**config.mk**
```make
export PLATFORM = sky130hd
export DESIGN_NAME = stimer_compare_unit
export DESIGN_NICKNAME = d
export VERILOG_FILES = /design/src/rtl/stc_pkg.sv /design/src/rtl/stc_cmp_reg.sv /design/src/rtl/stc_pend.sv /design/src/rtl/stimer_compare_unit.sv
export SDC_FILE = /design/constraint.sdc
export NUM_CORES = 1
export LEC_CHECK = 0
export ABC_CLOCK_PERIOD_IN_PS = 4100
export BUFFER_PORTS_ARGS = -buffer_cell sky130_fd_sc_hd__buf_2
export CAP_MARGIN = 20
export CORE_ASPECT_RATIO = 0.5
export CORE_MARGIN = 8
export CORE_UTILIZATION = 51
export DETAILED_ROUTE_END_ITERATION = 7
export PLACE_DENSITY_LB_ADDON = 0.25
export SKIP_CTS_REPAIR_TIMING = 1
export SYNTH_ARGS = -nofsm -noshare
export SYNTH_HDL_FRONTEND = slang
export SYNTH_SLANG_ARGS = --single-unit
```
**constraint.sdc**
```tcl
create_clock -name clk -period 4.1 [get_ports clk]
set_input_delay 0.205 -clock clk [delete_from_list [all_inputs] [get_ports clk]]
set_output_delay 0.205 -clock clk [all_outputs]
set_load 0.02 [all_outputs]
```
**src/rtl/stc_pkg.sv**
```systemverilog
package stc_pkg;
  typedef enum int {
    SEL_ST_CMP = 0,
    SEL_VS_CMP = 1,
    SEL_VS_DLY = 2
  } stc_sel_e;
  localparam int STC_NUM_REGS = 3;
endpackage

```
**src/rtl/stc_cmp_reg.sv**
```systemverilog
module stc_cmp_reg #(
  parameter int W = 64
) (
  input  logic         clk,
  input  logic         rst,
  input  logic         we,
  input  logic [W-1:0] d,
  output logic [W-1:0] q
);
  always_ff @(posedge clk) begin
    if (rst)     q <= '0;
    else if (we) q <= d;
  end
endmodule

```
**src/rtl/stc_pend.sv**
```systemverilog
module stc_pend #(
  parameter int W = 64
) (
  input  logic         clk,
  input  logic         rst,
  input  logic [W-1:0] now,
  input  logic [W-1:0] cmp,
  input  logic         gate,
  output logic         hit,
  output logic         pend
);
  function automatic logic reached(input logic [W-1:0] t, input logic [W-1:0] c);
    return t >= c;
  endfunction

  assign hit = reached(now, cmp);

  always_ff @(posedge clk) begin
    if (rst) pend <= 1'b0;
    else     pend <= hit & gate;
  end
endmodule

```
**src/rtl/stimer_compare_unit.sv**
```systemverilog
module stimer_compare_unit
  import stc_pkg::*;
#(
  parameter int TIME_W = 64
) (
  input  logic              clk,
  input  logic              rst,
  input  logic [TIME_W-1:0] time_i,
  input  logic [TIME_W-1:0] wr_data,
  input  logic              st_cmp_we,
  input  logic              vs_cmp_we,
  input  logic              vs_delta_we,
  input  logic              m_cnt_en,
  input  logic              h_cnt_en,
  input  logic              hyp_present,
  output logic              stip_o,
  output logic              vstip_o
);
  localparam int NCH = 2;

  function automatic logic [TIME_W-1:0] guest_time(input logic [TIME_W-1:0] t,
                                                   input logic [TIME_W-1:0] d);
    return t + d;
  endfunction

  logic [STC_NUM_REGS-1:0] reg_we;
  logic [TIME_W-1:0]       reg_q [STC_NUM_REGS];

  assign reg_we[SEL_ST_CMP] = st_cmp_we;
  assign reg_we[SEL_VS_CMP] = vs_cmp_we;
  assign reg_we[SEL_VS_DLY] = vs_delta_we;

  for (genvar i = 0; i < STC_NUM_REGS; i++) begin : g_reg
    stc_cmp_reg #(.W(TIME_W)) u_reg (
      .clk (clk),
      .rst (rst),
      .we  (reg_we[i]),
      .d   (wr_data),
      .q   (reg_q[i])
    );
  end

  logic [TIME_W-1:0] st_cmp_q, vs_cmp_q, vs_delta_q, vs_now;
  logic              st_gate, vs_gate, st_hit, vs_hit;

  assign st_cmp_q   = reg_q[SEL_ST_CMP];
  assign vs_cmp_q   = reg_q[SEL_VS_CMP];
  assign vs_delta_q = reg_q[SEL_VS_DLY];
  assign vs_now     = guest_time(time_i, vs_delta_q);
  assign st_gate    = m_cnt_en;
  assign vs_gate    = hyp_present & m_cnt_en & h_cnt_en;

  logic [TIME_W-1:0] ch_now  [NCH];
  logic [TIME_W-1:0] ch_cmp  [NCH];
  logic [NCH-1:0]    ch_gate, ch_hit, ch_pend;

  assign ch_now[0]  = time_i;
  assign ch_cmp[0]  = st_cmp_q;
  assign ch_gate[0] = st_gate;
  assign ch_now[1]  = vs_now;
  assign ch_cmp[1]  = vs_cmp_q;
  assign ch_gate[1] = vs_gate;

  for (genvar c = 0; c < NCH; c++) begin : g_ch
    stc_pend #(.W(TIME_W)) u_pend (
      .clk  (clk),
      .rst  (rst),
      .now  (ch_now[c]),
      .cmp  (ch_cmp[c]),
      .gate (ch_gate[c]),
      .hit  (ch_hit[c]),
      .pend (ch_pend[c])
    );
  end

  assign st_hit  = ch_hit[0];
  assign vs_hit  = ch_hit[1];
  assign stip_o  = ch_pend[0];
  assign vstip_o = ch_pend[1];
endmodule

```
# After elaboration in Yosys (flattened, before gate mapping)
# Cells that the tools add are included.
# totals
in_bits	136
reg_bits	194
out_inout_bits	2
# classes
magnitude_cmp	2
addsub	1
n_bitwise	4
# op_table
cell	n
64-bit greater-or-equal comparator	2
64-bit adder	1
1-bit AND	4

# Logic depth before layout (Yosys ltp)
# depth
depth_word	3
depth_mapped	22
depth_no_buf	22

# By module
# From an unflattened synthesis, not the netlist that was laid out.
# unflattened
cells_unflattened	1660
hier_area_um2	14054.7
# by_module_without_submodules
module	area_per_inst_um2	seq_area_each_um2	n_inst	cells_each
stc_cmp_reg	2290.9	1281.2	3	206
stimer_compare_unit	3908.7	0.0	1	580
stc_pend	1636.6	20.0	2	231

# Worst setup path after synthesis
# No wires, ideal clock.
# synth_timing
path_type	reg-to-reg
from	reg g_reg[2].u_reg.q[0]
to	reg g_ch[1].u_pend.pend
stages_incl_launch_ff	23
period_less_slack_ps	4317
setup_slack_ps	-217
setup_ps	124
t_arrival_ps	4194
path_cell_list	dfxtp_1 > ha_1 > inv_1 > fa_1 > nor2b_1 > o211ai_1 > a211oi_1 > o21ai_0 > a21oi_1 > o2111ai_1 > a211oi_1 > nor3_1 > or3b_1 > ha_1 > a21o_1 > a21o_1 > a21o_1 > a21o_1 > a21o_1 > a21o_1 > a221oi_1 > o22a_1 > o21ai_0
# synth_via
elab_chain_cells	3
# synth_lines
element	line	source
start, declared	stc_cmp_reg.sv:8	output logic [W-1:0] q
start signal, assigned	stc_cmp_reg.sv:11	if (rst) q <= '0;
start signal, assigned	stc_cmp_reg.sv:12	else if (we) q <= d;
64-bit adder	stimer_compare_unit.sv:23	return t + d;
64-bit greater-or-equal comparator	stc_pend.sv:13	return t >= c;
1-bit AND	stc_pend.sv:20	else pend <= hit & gate;
end signal, assigned	stc_pend.sv:20	
end, declared	stc_pend.sv:10	output logic pend
# No other way between the ends.
# A chain may end at the register's enable or synchronous reset.

# Worst setup path after layout
# Same ends and word-level chain as after synthesis.

==> summary.md <==
| Metric | Value |
|---|---|
| # setup viols final | 1 |
| Synth Instances | 1625 |
| Buffers on Ports | 137 |
| Avg Cell Area, Syn | 8.46 um^2 |
| Worst-skew pair later-pin latency | 0.47 ns |
| Final WL | 36200 um |
| Share of synthesized registers carrying an async set or reset | 0% |
| CP endpoint kind | register |
| Startpoint types | register |
| CTS tree | built |
| Vias per cell | 5.34 |
| Crit path time final | 4.42 ns |
| Crit Reg-Reg Endpoint | g_ch[1].u_pend.pend$_SDFF_PP0_ |
| Fin. Hold Viols | 0 |
| Register area share after synthesis | 28.3% |
| Initial Util | 51.9% |
| Critical Path RT | 4.46 ns |
| Hold Path Depth | 3 |
| Max-Cap Viols | 0 |
| Setup WS post-layout | -0.317 ns |
| Synth Warn # | 0 |
| Wire length on met1 | 17500 um |
| Leakage power | 8.31 nW |
| Die H | 132 um |
| Drt first pass iters | 4 |
| Initial drt markers | 688 |
| Area leader, netlist | dfxtp_1 |
| DR WL met3 | 1430 um |
| Highest routed layer | met4 |
| Largest net degree at the start of global routing | 111 |
| Worst reg2reg startpoint | g_reg[2].u_reg.q[0]$_SDFFE_PP0P_ |
| CP arrival | 4.78 ns |
| DRC viols | 0 |
| Area contributors post-synth | dfxtp_1 (28%), ha_1 (17%), mux2i_1 (14%) |
| Worst min path class | input port to register |
| Initial antenna violation count | 1 |
| Synthesis-to-finish area growth | 22.5% |
| Fin crit share | 108% |
| Grt ovf | 0 |
| Kind of critical path | register to register |
| Wire per inst | 15.9 um |
| Main synth FF type | dfxtp_1 |
| Antenna viol nets, final | 0 |
| Actual slew at the worst max-slew pin | 0.887 ns |
| GRT Total Usage | 22.4% |
| Final design utilization | 63.6% |
| Seq cells post-synth | 194 |
| Skew final | 0.00844 ns |
| Num ports | 138 |
| Rel. slew slack | 40.9% |
| Peak supply drop | 316 uV |
| Seq. cell area | 0.00389 mm^2 |
| # H-tree levels | 4 |
| Hold Path Sink | g_reg[0].u_reg.q[37]$_SDFFE_PP0P_ |
| Synth unique cells | 65 |
| Most frequent cell after synthesis | nor2_1 |
| Nets | 2240 |
| Vias after detailed routing | 12.2k |
| Number of synthesized flops with an enable pin | 0 |
| Reg2reg setup slack | -0.32 ns |
| GPL Wtd Cong | 0.937 |
| Design Power | 5.51 mW |
| Clock buffer depth | 2 |
| Post-synth top cells | nor2_1 (240), dfxtp_1 (194), mux2i_1 (193), ha_1 (191), inv_1 (154) |
| Peak fanout along the critical path | 3 |
| Status | finished, violations left |
| Vias in the first global route | 12.1k |
| R2R depth | 23 |
| Mapped Nets | 1953 |
| Share of layout cells above drive strength 1 | 20.4% |
| Power Dens Cells | 327 mW/mm^2 |
| DR WL met2 | 16600 um |
| # rows | 42 |
| Failing checks | setup timing |
| Max Freq | 226 MHz |
| Die footprint | 0.0328 mm^2 |
| Final-layout fill cell count | 2366 |
| First-pass GRT wire length | 60400 um |
| RSZ-0062 raised after global routing | true |
| Hold path startpoint | wr_data[37] |
| Worst-path clk slew | 0.08 ns |
| Synth top area share | 28.3% |
| Clock sink total | 194 |
| Core ar. | 0.0265 mm^2 |
| CTS buffer count | 17 |
| Mapped cell area | 0.0137 mm^2 |
| Multi-input logic area | 0.00919 mm^2 |
| Dpl hpwl | 28700 um |
| Die W | 248 um |
| Slew Limit Fails | 0 |
| Root Driver | clkbuf_16 |
-- how the worst max path moves through the flow --
stage | start | slack (ns) | endpoint | cells past startpoint
2_1_floorplan | g_reg[2].u_reg.q[8]$_SDFFE_PP0P_ | 0.009 | g_ch[1].u_pend.pend$_SDFF_PP0_ | 20
3_3_place_gp | g_reg[2].u_reg.q[0]$_SDFFE_PP0P_ | -0.39 | g_ch[1].u_pend.pend$_SDFF_PP0_ | 23
3_5_place_dp | g_reg[2].u_reg.q[0]$_SDFFE_PP0P_ | -0.49 | g_ch[1].u_pend.pend$_SDFF_PP0_ | 23
4_1_cts | g_reg[2].u_reg.q[0]$_SDFFE_PP0P_ | -0.53 | g_ch[1].u_pend.pend$_SDFF_PP0_ | 23
5_1_grt | g_reg[2].u_reg.q[1]$_SDFFE_PP0P_ | -0.50 | g_ch[1].u_pend.pend$_SDFF_PP0_ | 20
6_report | g_reg[2].u_reg.q[0]$_SDFFE_PP0P_ | -0.32 | g_ch[1].u_pend.pend$_SDFF_PP0_ | 23
-- placed cells by master, fill, tap and decap left out, types with 5 or more instances in the layout --
cell type,n
a21o_1,85
a21oi_1,97
a21oi_2,5
a221oi_1,5
a31oi_1,7
and2_1,6
and3_1,5
buf_2,133
buf_4,190
clkbuf_16,17
dfxtp_1,192
dlygate4sd3_1,5
ha_1,188
inv_1,153
inv_6,6
inv_8,5
mux2i_1,193
nand2_1,64
nand2b_1,8
nand3_1,18
nand4_1,39
nor2_1,240
nor2b_1,13
nor3_1,14
nor4_1,6
o211ai_1,13
o21a_1,10
o21ai_0,46
o21ai_1,6
o21bai_1,15
xnor2_1,36
xor2_1,21
-- where the power goes --
| part | internal (mW) | leakage [nW] | switching (mW) | total, mW |
|---|---|---|---|---|
| sequential | 2.00 | 1.60 | 0.0590 | 2.06 |
| combinational | 0.837 | 6.42 | 0.899 | 1.74 |
| clock | 0.869 | 0.282 | 0.853 | 1.72 |
-- per-layer routing --
metal  up-vias  GRT usage [%]
met3        42           4.43
met1      5642           29.8
met2       193           36.6
li1       6282              -
met5         -              0
met4         0           6.25
-- registers in the layout (all words and copies together) (netlist names) --
register,cells
g.u_reg.q,192
g_ch.u_pend.pend,2
-- stage by stage --
stage               instances  hold slack, ns  setup TNS, ns  instance area, um^2  worst slack, ns
floorplan                1625           0.352              0                13800          0.00890
global placement         2237           0.472         -0.386                16100           -0.386
detailed placement       2237           0.481         -0.489                16100           -0.489
CTS                      2269         -0.0218         -0.527                16600           -0.527
global route             2278         0.00154         -0.503                16800           -0.503
finish                   2278         0.00682         -0.317                16800           -0.317
-- critical path, stage by stage (launching register included) --
cell and delay, ns:
dfxtp_2 0.35, ha_4 0.13, inv_2 0.03, fa_2 0.34
nor2b_2 0.13, o211ai_1 0.14, a211oi_2 0.27, o21ai_2 0.11
a21oi_2 0.15, buf_4 0.15, o2111ai_4 0.13, a211oi_2 0.32
nor3_1 0.08, or3b_1 0.39, ha_2 0.18, a21o_1 0.15
a21o_1 0.15, a21o_1 0.15, a21o_1 0.15, a21o_1 0.15
a21o_1 0.16, a221oi_2 0.26, o22a_1 0.16, o21ai_1 0.06
-- kinds of logic (layout without fill, tap and decap cells) --
| logic type | count (synthesis) | after routing | synth area share, % |
|---|---|---|---|
| buffers and inverters | 215 | 515 | 5.91 |
| DFF | 194 | 194 | 28.3 |
| other | 0 | 1 | 0 |
| AOI/OAI and AO/OA | 340 | 340 | 16.5 |
| adders and majority gates | 192 | 192 | 17.5 |
| and+or+nand+nor | 433 | 433 | 14.0 |
| muxes | 194 | 194 | 14.1 |
| xor gates and xnor gates | 57 | 57 | 3.63 |
-- area by class of cell --
class	count	share of cell area, %
inverter	154	3.43
timing repair buffer	329	12.8
sequential	194	23.1
clock buffer	17	2.53
tap	352	2.62
antenna	1	0.0149
multi-input combinational	1216	54.6
clock inverter	15	0.958
Power figures use the tool's default switching activity.
